<file path="src/rtl/tpd_pkg.sv">
package tpd_pkg;

    typedef enum logic [1:0] {
        PERM_ABSENT = 2'd0,
        PERM_INVAL  = 2'd1,
        PERM_RDONLY = 2'd2,
        PERM_RDWR   = 2'd3
    } perm_e;

    typedef enum logic [2:0] {
        OP_ACCESS  = 3'd0,
        OP_TEST    = 3'd1,
        OP_PRESENT = 3'd2,
        OP_AVAIL   = 3'd3,
        OP_ALLOC   = 3'd4,
        OP_FREE    = 3'd5,
        OP_PROBE   = 3'd6,
        OP_SETPERM = 3'd7
    } op_e;

    localparam logic [1:0] REQ_LOAD  = 2'd0;
    localparam logic [1:0] REQ_FETCH = 2'd1;
    localparam logic [1:0] REQ_STORE = 2'd2;

    localparam int POLICY_LRU  = 0;
    localparam int POLICY_PLRU = 1;

endpackage

</file>
<file path="src/rtl/tpd_set_match.sv">
module tpd_set_match
    import tpd_pkg::*;
#(
    parameter int WAYS  = 4,
    parameter int TAG_W = 10,
    localparam int WAY_W = $clog2(WAYS)
) (
    input  logic [WAYS-1:0][TAG_W-1:0] set_tags,
    input  logic [WAYS-1:0][1:0]       set_perms,
    input  logic [TAG_W-1:0]           req_tag,
    output logic                       match,
    output logic [WAY_W-1:0]           match_way,
    output logic [1:0]                 match_perm,
    output logic                       any_free,
    output logic [WAY_W-1:0]           free_way,
    output logic                       tag_seen
);

    always_comb begin
        match      = 1'b0;
        match_way  = '0;
        match_perm = PERM_ABSENT;
        any_free   = 1'b0;
        free_way   = '0;
        tag_seen   = 1'b0;
        // walk downward so the lowest qualifying way wins
        for (int w = WAYS - 1; w >= 0; w--) begin
            if (set_tags[w] == req_tag) begin
                tag_seen = 1'b1;
                if (set_perms[w] != PERM_ABSENT) begin
                    match      = 1'b1;
                    match_way  = WAY_W'(w);
                    match_perm = set_perms[w];
                end
            end
            if (set_perms[w] == PERM_ABSENT) begin
                any_free = 1'b1;
                free_way = WAY_W'(w);
            end
        end
    end

endmodule

</file>
<file path="src/rtl/tpd_repl.sv">
module tpd_repl
    import tpd_pkg::*;
#(
    parameter int SETS   = 4,
    parameter int WAYS   = 4,
    parameter int POLICY = POLICY_LRU,
    localparam int SET_W = (SETS > 1) ? $clog2(SETS) : 1,
    localparam int WAY_W = $clog2(WAYS)
) (
    input  logic             clk,
    input  logic             rst_n,
    input  logic             touch_en,
    input  logic [SET_W-1:0] touch_set,
    input  logic [WAY_W-1:0] touch_way,
    input  logic [SET_W-1:0] victim_set,
    output logic [WAY_W-1:0] victim_way
);

    generate
        if (POLICY == POLICY_LRU) begin : g_lru
            logic [SETS-1:0][WAYS-1:0][WAY_W-1:0] age_d, age_q;
            logic [SETS-1:0][WAYS-1:0]            oldest;

            always_comb begin
                age_d      = age_q;
                victim_way = '0;
                if (touch_en) begin
                    for (int w = 0; w < WAYS; w++) begin
                        if (age_q[touch_set][w] < age_q[touch_set][touch_way])
                            age_d[touch_set][w] = age_q[touch_set][w] + 1'b1;
                    end
                    age_d[touch_set][touch_way] = '0;
                end
                for (int w = 0; w < WAYS; w++) begin
                    if (age_q[victim_set][w] == WAY_W'(WAYS - 1))
                        victim_way = WAY_W'(w);
                end
                for (int s = 0; s < SETS; s++)
                    for (int w = 0; w < WAYS; w++)
                        oldest[s][w] = (age_q[s][w] == WAY_W'(WAYS - 1));
            end

            always_ff @(posedge clk or negedge rst_n) begin
                if (!rst_n) begin
                    for (int s = 0; s < SETS; s++)
                        for (int w = 0; w < WAYS; w++)
                            age_q[s][w] <= WAY_W'(w);
                end else begin
                    age_q <= age_d;
                end
            end

            for (genvar s = 0; s < SETS; s++) begin : g_chk
                assert_lru_single_oldest_R10: assert property (
                    @(posedge clk) disable iff (!rst_n)
                    $countones(oldest[s]) == 1
                );
            end
        end else begin : g_plru
            logic [SETS-1:0][WAYS-2:0] tree_d, tree_q;

            always_comb begin
                int node;
                logic dir;
                tree_d     = tree_q;
                victim_way = '0;
                if (touch_en) begin
                    node = 1;
                    for (int l = 0; l < WAY_W; l++) begin
                        dir = touch_way[WAY_W-1-l];
                        tree_d[touch_set][node-1] = ~dir;
                        node = 2 * node + int'(dir);
                    end
                end
                node = 1;
                for (int l = 0; l < WAY_W; l++) begin
                    dir = tree_q[victim_set][node-1];
                    victim_way[WAY_W-1-l] = dir;
                    node = 2 * node + int'(dir);
                end
            end

            always_ff @(posedge clk or negedge rst_n) begin
                if (!rst_n) tree_q <= '0;
                else        tree_q <= tree_d;
            end
        end
    endgenerate

    // a way just marked recent is never the next candidate of its set
    assert_touched_not_victim_R4: assert property (
        @(posedge clk) disable iff (!rst_n)
        touch_en |=> ($past(touch_set) != victim_set) || (victim_way != $past(touch_way))
    );

endmodule

</file>
<file path="src/rtl/tag_perm_dir.sv">
module tag_perm_dir
    import tpd_pkg::*;
#(
    parameter int SET_BITS = 2,
    parameter int WAYS     = 4,
    parameter int ADDR_W   = 12,
    parameter int POLICY   = POLICY_LRU,
    localparam int WAY_W   = $clog2(WAYS)
) (
    input  logic              clk,
    input  logic              rst_n,
    input  logic              cmd_valid,
    input  logic [2:0]        cmd_op,
    input  logic [ADDR_W-1:0] cmd_addr,
    input  logic [1:0]        cmd_req,
    input  logic [1:0]        cmd_perm,
    output logic              rsp_hit,
    output logic [WAY_W-1:0]  rsp_way,
    output logic [1:0]        rsp_perm,
    output logic              rsp_avail,
    output logic [ADDR_W-1:0] rsp_victim,
    output logic              rsp_err
);

    localparam int SETS  = 1 << SET_BITS;
    localparam int SET_W = (SETS > 1) ? SET_BITS : 1;
    localparam int TAG_W = ADDR_W - SET_BITS;

    typedef struct packed {
        logic [SETS-1:0][WAYS-1:0][TAG_W-1:0] tag;
        logic [SETS-1:0][WAYS-1:0][1:0]       perm;
    } dir_t;

    dir_t st_d, st_q;

    logic [SET_W-1:0] set_idx;
    logic [TAG_W-1:0] req_tag;
    op_e              op;

    logic             m_hit, any_free, tag_seen;
    logic [WAY_W-1:0] m_way, f_way, v_way;
    logic [1:0]       m_perm;
    logic             touch_en;
    logic [WAY_W-1:0] touch_way;

    assign set_idx = SET_W'(cmd_addr[SET_BITS-1:0]);
    assign req_tag = cmd_addr[ADDR_W-1:SET_BITS];
    assign op      = op_e'(cmd_op);

    tpd_set_match #(.WAYS(WAYS), .TAG_W(TAG_W)) u_match (
        .set_tags  (st_q.tag[set_idx]),
        .set_perms (st_q.perm[set_idx]),
        .req_tag   (req_tag),
        .match     (m_hit),
        .match_way (m_way),
        .match_perm(m_perm),
        .any_free  (any_free),
        .free_way  (f_way),
        .tag_seen  (tag_seen)
    );

    tpd_repl #(.SETS(SETS), .WAYS(WAYS), .POLICY(POLICY)) u_repl (
        .clk       (clk),
        .rst_n     (rst_n),
        .touch_en  (touch_en),
        .touch_set (set_idx),
        .touch_way (touch_way),
        .victim_set(set_idx),
        .victim_way(v_way)
    );

    always_comb begin
        st_d      = st_q;
        touch_en  = 1'b0;
        touch_way = m_way;
        rsp_hit   = 1'b0;
        rsp_err   = 1'b0;
        case (op)
            OP_ALLOC: rsp_way = f_way;
            OP_PROBE: rsp_way = v_way;
            default:  rsp_way = m_way;
        endcase
        if (cmd_valid) begin
            case (op)
                OP_ACCESS: begin
                    rsp_hit  = m_hit && ((m_perm == PERM_RDWR) ||
                               ((m_perm == PERM_RDONLY) &&
                                (cmd_req == REQ_LOAD || cmd_req == REQ_FETCH)));
                    touch_en = m_hit;
                end
                OP_TEST: begin
                    rsp_hit  = m_hit;
                    touch_en = m_hit;
                end
                OP_ALLOC: begin
                    rsp_hit = m_hit;
                    if (m_hit || !any_free) begin
                        rsp_err = 1'b1;
                    end else begin
                        st_d.tag[set_idx][f_way]  = req_tag;
                        st_d.perm[set_idx][f_way] = PERM_INVAL;
                        touch_en  = 1'b1;
                        touch_way = f_way;
                    end
                end
                OP_FREE: begin
                    rsp_hit = m_hit;
                    if (!m_hit) rsp_err = 1'b1;
                    else        st_d.perm[set_idx][m_way] = PERM_ABSENT;
                end
                OP_SETPERM: begin
                    rsp_hit = m_hit;
                    if (!m_hit) rsp_err = 1'b1;
                    else        st_d.perm[set_idx][m_way] = cmd_perm;
                end
                OP_PROBE: begin
                    rsp_hit = m_hit;
                    rsp_err = any_free;
                end
                default: rsp_hit = m_hit;
            endcase
        end
    end

    assign rsp_perm   = m_perm;
    assign rsp_avail  = tag_seen || any_free;
    assign rsp_victim = {st_q.tag[set_idx][v_way], cmd_addr[SET_BITS-1:0]};

    always_ff @(posedge clk or negedge rst_n) begin
        if (!rst_n) st_q <= '0;
        else        st_q <= st_d;
    end

    assert_grant_needs_rights_R3: assert property (
        @(posedge clk) disable iff (!rst_n)
        (cmd_valid && op == OP_ACCESS && rsp_hit) |->
            (rsp_perm == PERM_RDWR) || (rsp_perm == PERM_RDONLY && cmd_req != REQ_STORE)
    );

    assert_alloc_installs_invalid_R7: assert property (
        @(posedge clk) disable iff (!rst_n)
        (cmd_valid && op == OP_ALLOC && !rsp_err) |=>
            (st_q.perm[$past(set_idx)][$past(rsp_way)] == PERM_INVAL)
    );

    assert_miss_keeps_state_R8: assert property (
        @(posedge clk) disable iff (!rst_n)
        (cmd_valid && (op == OP_FREE || op == OP_SETPERM) && rsp_err) |=> $stable(st_q)
    );

    assert_probe_set_full_R9: assert property (
        @(posedge clk) disable iff (!rst_n)
        (cmd_valid && op == OP_PROBE && !rsp_err) |->
            (st_q.perm[set_idx][rsp_way] != PERM_ABSENT)
    );

    assert_idle_no_change_R12: assert property (
        @(posedge clk) disable iff (!rst_n)
        !cmd_valid |=> $stable(st_q)
    );

endmodule

</file>
<file path="config.mk">
export PLATFORM = sky130hd
export DESIGN_NAME = tag_perm_dir
export DESIGN_NICKNAME = d
export VERILOG_FILES = /design/src/rtl/tpd_pkg.sv /design/src/rtl/tpd_set_match.sv /design/src/rtl/tpd_repl.sv /design/src/rtl/tag_perm_dir.sv
export SDC_FILE = /design/constraint.sdc
export NUM_CORES = 1
export LEC_CHECK = 0
export BUFFER_PORTS_ARGS = -buffer_cell sky130_fd_sc_hd__buf_2
export CAP_MARGIN = 0
export CORE_MARGIN = 2
export CORE_UTILIZATION = 35
export DETAILED_ROUTE_END_ITERATION = 8
export SYNTH_ARGS = -nofsm -noshare
export SYNTH_HDL_FRONTEND = slang
export SYNTH_HIERARCHICAL = 1
export SYNTH_SLANG_ARGS = --single-unit
</file>
<file path="constraint.sdc">
create_clock -name clk -period 5.1 [get_ports clk]
set_input_delay 0.255 -clock clk [delete_from_list [all_inputs] [get_ports clk]]
set_output_delay 0.255 -clock clk [all_outputs]
set_load 0.005 [all_outputs]
</file>
After elaboration in Yosys (flattened, before gate mapping). Index checks and enable logic that the tools add are counted.

Output and inout bits: 19. Input bits: 22. Logic and storage cells: 221. Register bits after elaboration: 224.

Reductions and logical operators: 26. Multiplexer cells: 104. Add/sub/neg operators: 4. Eq/ne operators: 18. Magnitude comparators: 13. Bitwise operators: 8.

Operator list (number): 2-to-1 mux 32 bit (11); bitwise mux 160 bit (1); bitwise mux 32 bit (5); demux 8 bit (select 2 bit) (7); one-hot mux 32 bit (3 select lines) (1); binary-select mux 40 bit (select 2 bit) (1); demux 40 bit (select 2 bit) (1); 2-to-1 mux 40 bit (2); bitwise AND 32 bit (2); NOT 32 bit (2); 2-to-1 mux 2 bit (30); 2-to-1 mux 8 bit (6); equality test 10 bit (4); binary-select mux 8 bit (select 2 bit) (2); 2-to-1 mux 1 bit (24); binary-select mux 10 bit (select 2 bit) (1); demux 10 bit (select 2 bit) (1); 2-to-1 mux 10 bit (2); bitwise AND 16 bit (1); NOT 16 bit (1); OR 16 bit (1); < comparator 2 x 3 -> 1 bit, second input constant (5); demux 2 bit (select 2 bit) (3); equality test 3 bit, second input constant (4); other kinds (24) (55).

Longest topological paths before layout.
Word-level depth: 30. Mapped depth: 23. Mapped depth without buffers: 17.

By module. The synthesis kept the hierarchy.

Modules (own cells, without submodules): tag_perm_dir (instances 1, cells each 617, sequential area each 4804.6 µm², area each 8973.6 µm²); tpd_repl (instances 1, cells each 232, sequential area each 820.8 µm², area each 2306.0 µm²); tpd_set_match (instances 1, cells each 93, sequential area each 0.0 µm², area each 734.5 µm²).

Least setup slack after synthesis. No wires, ideal clock.

Path type: input -> register. From: input cmd_addr[0]. To: register u_repl/g_lru.age_q[21] (netlist bit). Buffers on the path: 5. Arrival time: 5.079 ns. Data required time: 5.021 ns. Library setup time: 0.079 ns. Cell stages on the path: 21. Slack: -0.058 ns. Cell sequence: clkbuf_1 buf_1 mux4_2 xor2_1 nor4_4 nand3_1 o22a_1 o221ai_1 or4b_1 clkbuf_1 or2_1 buf_4 nand2_1 nand2_1 buf_6 mux4_1 inv_1 ha_1 or3_1 o31a_1 o22ai_1.

Cells in the longest elaborated chain, start to end: 30. Elaborated cells on any way between the ends: 89. Classes of those cells: add/sub (4); order compare (8); eq/ne (4); mux (59); bitwise (2); reduce/logical (12).

RTL lines: start, declared (RTL line tag_perm_dir.sv:14) `input logic [ADDR_W-1:0] cmd_addr,`; parallel branches: the longest is 10 deep, another holds binary-select mux 40 bit (select 2 bit); 2-to-1 mux 1 bit * (RTL line tpd_set_match.sv:28) `if (set_tags[w] == req_tag) begin`; via m_hit (RTL line tag_perm_dir.sv:40) `logic m_hit, any_free, tag_seen;`; logical OR 1 bit * (RTL line tag_perm_dir.sv:97) `if (m_hit || !any_free) begin`; 2-to-1 mux 2 bit * (RTL line tag_perm_dir.sv:97); 2-to-1 mux 2 bit * (RTL line tag_perm_dir.sv:84) `case (op)`; 2-to-1 mux 2 bit * (RTL line tag_perm_dir.sv:83) `if (cmd_valid) begin`; via touch_way[0] (RTL line tag_perm_dir.sv:44) `logic [WAY_W-1:0] touch_way;`; (+7 left out); 2-to-1 mux 32 bit (RTL line tpd_repl.sv:27) `if (touch_en) begin`; bitwise mux 32 bit (RTL line tpd_repl.sv:30) `age_d[touch_set][w] = age_q[touch_set][w] + 1'b1;`; 2-to-1 mux 32 bit (RTL line tpd_repl.sv:29) `if (age_q[touch_set][w] < age_q[touch_set][touch_way])`; 2-to-1 mux 32 bit (RTL line tpd_repl.sv:27); bitwise mux 32 bit (RTL line tpd_repl.sv:30); 2-to-1 mux 32 bit (RTL line tpd_repl.sv:29); 2-to-1 mux 32 bit (RTL line tpd_repl.sv:27); bitwise AND 32 bit (no source line) *; end signal, assigned by index (RTL line tpd_repl.sv:47) `age_q[s][w] <= WAY_W'(w);`; end signal, assigned (RTL line tpd_repl.sv:49) `age_q <= age_d;`; end, declared (RTL line tpd_repl.sv:21) `logic [SETS-1:0][WAYS-1:0][WAY_W-1:0] age_d, age_q;`.

Mark *: on every way through the listed nets, which the timed path passes. The select of a mux whose other input is x is not followed. A chain may end at the register's enable or synchronous reset.

Worst setup path after layout.
From: register st_q[174] (netlist bit). To: register u_repl/g_lru.age_q[22] (netlist bit).

Cells in the longest elaborated chain, start to end: 27. Elaborated cells on any way between the ends: 46. Classes of those cells: order compare (6); eq/ne (1); mux (35); bitwise (2); reduce/logical (2).

RTL lines: start, declared (RTL line tag_perm_dir.sv:34) `dir_t st_d, st_q;`; start signal, assigned (RTL line tag_perm_dir.sv:131) `else st_q <= st_d;`; binary-select mux 40 bit (select 2 bit) * (RTL line tag_perm_dir.sv:51) `.set_tags (st_q.tag[set_idx]),`; 2-to-1 mux 40 bit (not written as such) * (RTL line tag_perm_dir.sv:51); equality test 10 bit * (RTL line tpd_set_match.sv:28); 2-to-1 mux 1 bit * (RTL line tpd_set_match.sv:28); 2-to-1 mux 1 bit (RTL line tpd_set_match.sv:30) `if (set_perms[w] != PERM_ABSENT) begin`; 2-to-1 mux 1 bit * (RTL line tpd_set_match.sv:28); 2-to-1 mux 1 bit (RTL line tpd_set_match.sv:30); 2-to-1 mux 1 bit * (RTL line tpd_set_match.sv:28); via m_hit (RTL line tag_perm_dir.sv:40); (+4 left out); via touch_way[0] (RTL line tag_perm_dir.sv:44); (+7 left out); 2-to-1 mux 32 bit (RTL line tpd_repl.sv:27); bitwise mux 32 bit (RTL line tpd_repl.sv:30); 2-to-1 mux 32 bit (RTL line tpd_repl.sv:29); 2-to-1 mux 32 bit (RTL line tpd_repl.sv:27); bitwise mux 32 bit (RTL line tpd_repl.sv:30); 2-to-1 mux 32 bit (RTL line tpd_repl.sv:29); 2-to-1 mux 32 bit (RTL line tpd_repl.sv:27); bitwise AND 32 bit (no source line) *.

The timed path passes the listed nets; every way through them passes the cells marked *. The select of a mux whose other input is x is not followed.

==> impl_metrics.csv <==
group,metric,value,unit
run_status,status,"finished, final reports clean",
drt,drt_pass1_iterations,5,
synthesis,synth_edf_count,0,
floorplan,die-area,35800,um^2
synthesis,synth_nets,968,
worst_setup_path,critPathSlowestCell,"mux4_1",
cells_and_area,fin_nets,1039,
synthesis,synth_top_family_by_area,"multiplexers",
synthesis,synth-adder-area-share,0.417,%
timing,hold_viol,0,
timing,slew_violations,0,
synthesis,synthArstFlopShare,100,%
timing,setup_ws,479,ps
grt,grt.overflow.total,0,
synthesis,ys_warn_count,6,
grt,grt_antenna_before_repair,0,
synthesis,yosysUniqueCellTypes,69,
clock_tree,clk_latency,540,ps
clock_tree,cts.sinks,224,
synthesis,synth.mux.area_fraction,27.0,%
synthesis,ys.flop_type,"dfrtp_1",
drt,post_drt_wl_per_cell,20.7,um
floorplan,core_region_area,33700,um^2
clock_tree,numCtsBuffers,25,
synthesis,synth_area_leaders,"dfrtp_1, mux2_2, mux4_2",
grt,grt_max_degree,125,
cells_and_area,syn_to_final_growth,15.8,%
timing,period_share,90.6,%
drt,vias,8167,
power,max-vdd-ir-drop,257,uV
clock_tree,cts_tree,"built",
drt,first_iter_violations,637,
cells_and_area,drive_above_1_share,38.8,%
grt,grt_pass1_wl,48.9,mm
synthesis,synth-compound-area-share,10.5,%
synthesis,synth.avg_cell_area,12.8,um^2
worst_setup_path,cp_max_fo,4,
floorplan,io_pins,41,
worst_setup_path,critical_path_arrival,5090,ps
clock_tree,cts_buffer_depth,3,
place,dpl_cell_area,13000,um^2
drt,wirelength,30.6,mm
cells_and_area,fin_area,13900,um^2
timing,finalCriticalPeriod,4620,ps
place,place_ws,132,ps
synthesis,synth_largest_area_cell,"dfrtp_1",
place,dp_cells,1433,
floorplan,chipHeight,189,um
grt,grt_use_total,17.5,%
synthesis,syn_inst,942,
timing,setup_viol,0,
timing,skew,13.2,ps
place,dp_hpwl,20.8,mm
place,port_buffers,39,
hold_path,hold_class,"in2reg",
floorplan,die-width,189,um
clock_tree,cts_root_buffer,"clkbuf_16",
timing,finalSetupTns,0,ps
worst_setup_path,critPathMaxStageDelay,560,ps
worst_setup_path,worstPathRequired,5570,ps
flow_run,max-cap-violations,0,
timing,worst_pin_slew,966,ps
clock_tree,clk_pin_slew,60,ps
timing,rsz0062_at_grt,"false",
drt,vias_per_cell,5.53,
floorplan,rows,67,
worst_setup_path,startpoint_type,"flip-flop",
clock_tree,cts.htree.levels,1,
drt,ant_nets,0,
synthesis,synth_simple_gate_area_share,8.83,%
place,gp_congestion,0.861,
cells_and_area,finalNonFillerCells,1477,
synthesis,synth_seq_area_share,46.8,%
cells_and_area,n_antenna_cell,0,
synthesis,synthesis.area,12000,um^2
power,pwr_density_cell,417,nW/um^2
synthesis,synth_seq_cells,224,
power,leakage,0.00642,uW
timing,slew_headroom,35.6,%
worst_setup_path,cp-end-kind,"flip-flop",
floorplan,start_util,35.7,%
worst_setup_path,worst-setup-path-type,"reg2reg",
grt,grt_pass1_vias,8419,
clock_tree,cts_setup_buffers,0,
drt,route.detailed.drc,0,
synthesis,yosys.area.top_type_share,43.3,%
timing,fmax,0.216,GHz
synthesis,synthXorXnorAreaFrac,3.21,%
worst_setup_path,path_cells,"mux4_2 > xor2_1 > nor4_4 > nand3_1 > o22a_1 > o221ai_1 > or4b_1 > nor2_1 > nand2_1 > nand2_1 > mux4_1 > inv_1 > ha_1 > inv_1 > a221o_1 > o211ai_1 > a22o_1",
path summary, 6_finish.rpt:
kind                                                    start                            endpoint  slack [ps]  cells after the start
min in group asynchronous                               rst_n                 st_q[0]$_DFFE_PN0P_         410                      2
max in group asynchronous                               rst_n  u_repl/g_lru.age_q[27]$_DFFE_PN0P_        3410                      3
max                                     st_q[174]$_DFFE_PN0P_  u_repl/g_lru.age_q[22]$_DFFE_PN1P_         480                     17
min                                              cmd_addr[11]               st_q[151]$_DFFE_PN0P_         200                      2
max reg2reg                             st_q[174]$_DFFE_PN0P_  u_repl/g_lru.age_q[22]$_DFFE_PN1P_         480                     17
min reg2reg                u_repl/g_lru.age_q[13]$_DFFE_PN1P_  u_repl/g_lru.age_q[13]$_DFFE_PN1P_         480                      2
per-layer routing:
metal,global-route usage [%],vias up,wire [um]
li1,-,3704,-
met1,25.2,4213,14100
met2,27.7,200,14200
met3,2.45,50,1640
met4,4.38,0,725
met5,0,-,0
per-stage QoR:
stage	total power (uW)	util [%]	hold WS (ps)
after floorplan	3380	-	-40.6
after global placement	3830	38.6	424
after detailed placement	3870	38.6	432
after CTS	5840	41.3	179
after global routing	6100	41.3	202
final	5800	41.3	200
power breakdown:
part	switching, uW	total, uW	internal (uW)
Combinational	815	1520	700
Sequential	195	2340	2140
Clock	745	1950	1200
synthesized netlist by cell type (4+ instances only):
master,count
a21oi_1,21
o22ai_1,24
nor2_1,27
nand2_1,51
a22oi_1,20
dfrtp_1,208
nand3_1,25
nor4_4,4
and2_1,4
nand4_1,7
nor2b_1,4
xnor2_1,5
mux4_2,58
o22a_1,11
dfstp_2,16
ha_1,4
nor3_1,15
o2bb2ai_1,9
mux2_2,161
buf_2,4
clkbuf_1,27
nor3_4,4
inv_1,47
and3_1,4
a211oi_1,9
buf_1,12
o211ai_1,7
a31oi_1,4
xor2_1,39
nand2b_1,12
buf_4,5
nand3b_1,4
mux2i_1,7
o21ai_0,6
a22o_1,13
nand2_2,8
cells in the final DEF, fill, tap and decap left out, types with 16 or more instances in the layout:
cell type	instances
nand3_1	25
clkbuf_16	25
nor2_1	27
buf_4	51
nand2_1	51
buf_2	36
a21oi_1	21
dfstp_2	16
xor2_1	39
o22ai_1	24
mux2_2	161
inv_1	47
a22oi_1	20
dfrtp_1	208
mux4_2	58
cells by family after synthesis:
| logic type | Yosys count |
|---|---|
| buf+inv | 97 |
| flops | 224 |
| mux | 229 |
| fa+ha+maj | 4 |
| compound gates | 157 |
| xor+xnor | 44 |
| simple gates | 187 |
final cells by class:
class / instances / area, um^2
multi-input cells: 621 / 5990
repair buffers: 93 / 668
flip-flops and latches: 224 / 5630
inverters: 48 / 180
fillers: 3230 / 19800
well taps: 448 / 561
clock inverters: 7 / 150
clock buffers: 36 / 737
sequential cells by signal (all words and copies together) (netlist names):
register and flops:
st_q 192, u_repl/g_lru.age_q 32
timing repair:
| action | 4_1_cts | 5_1_grt |
|---|---|---|
| resized for setup | 0 | 0 |
| hold buffers | 1 | 0 |
| hold endpoints to repair | 114 | 0 |
critical path, delay by kind of cell, from the launching register on:
family                   cells  cell delay [ps]
AO/OA/AOI/OAI                5             1110
AND/OR/NAND/NOR              6             1190
multiplexers                 2             1100
XOR/XNOR                     1              250
buffers and inverters        2              250
flip-flops                   1              380
adder cells (fa/ha/maj)      1              270
Note: power is estimated with default switching activity, not from simulation.
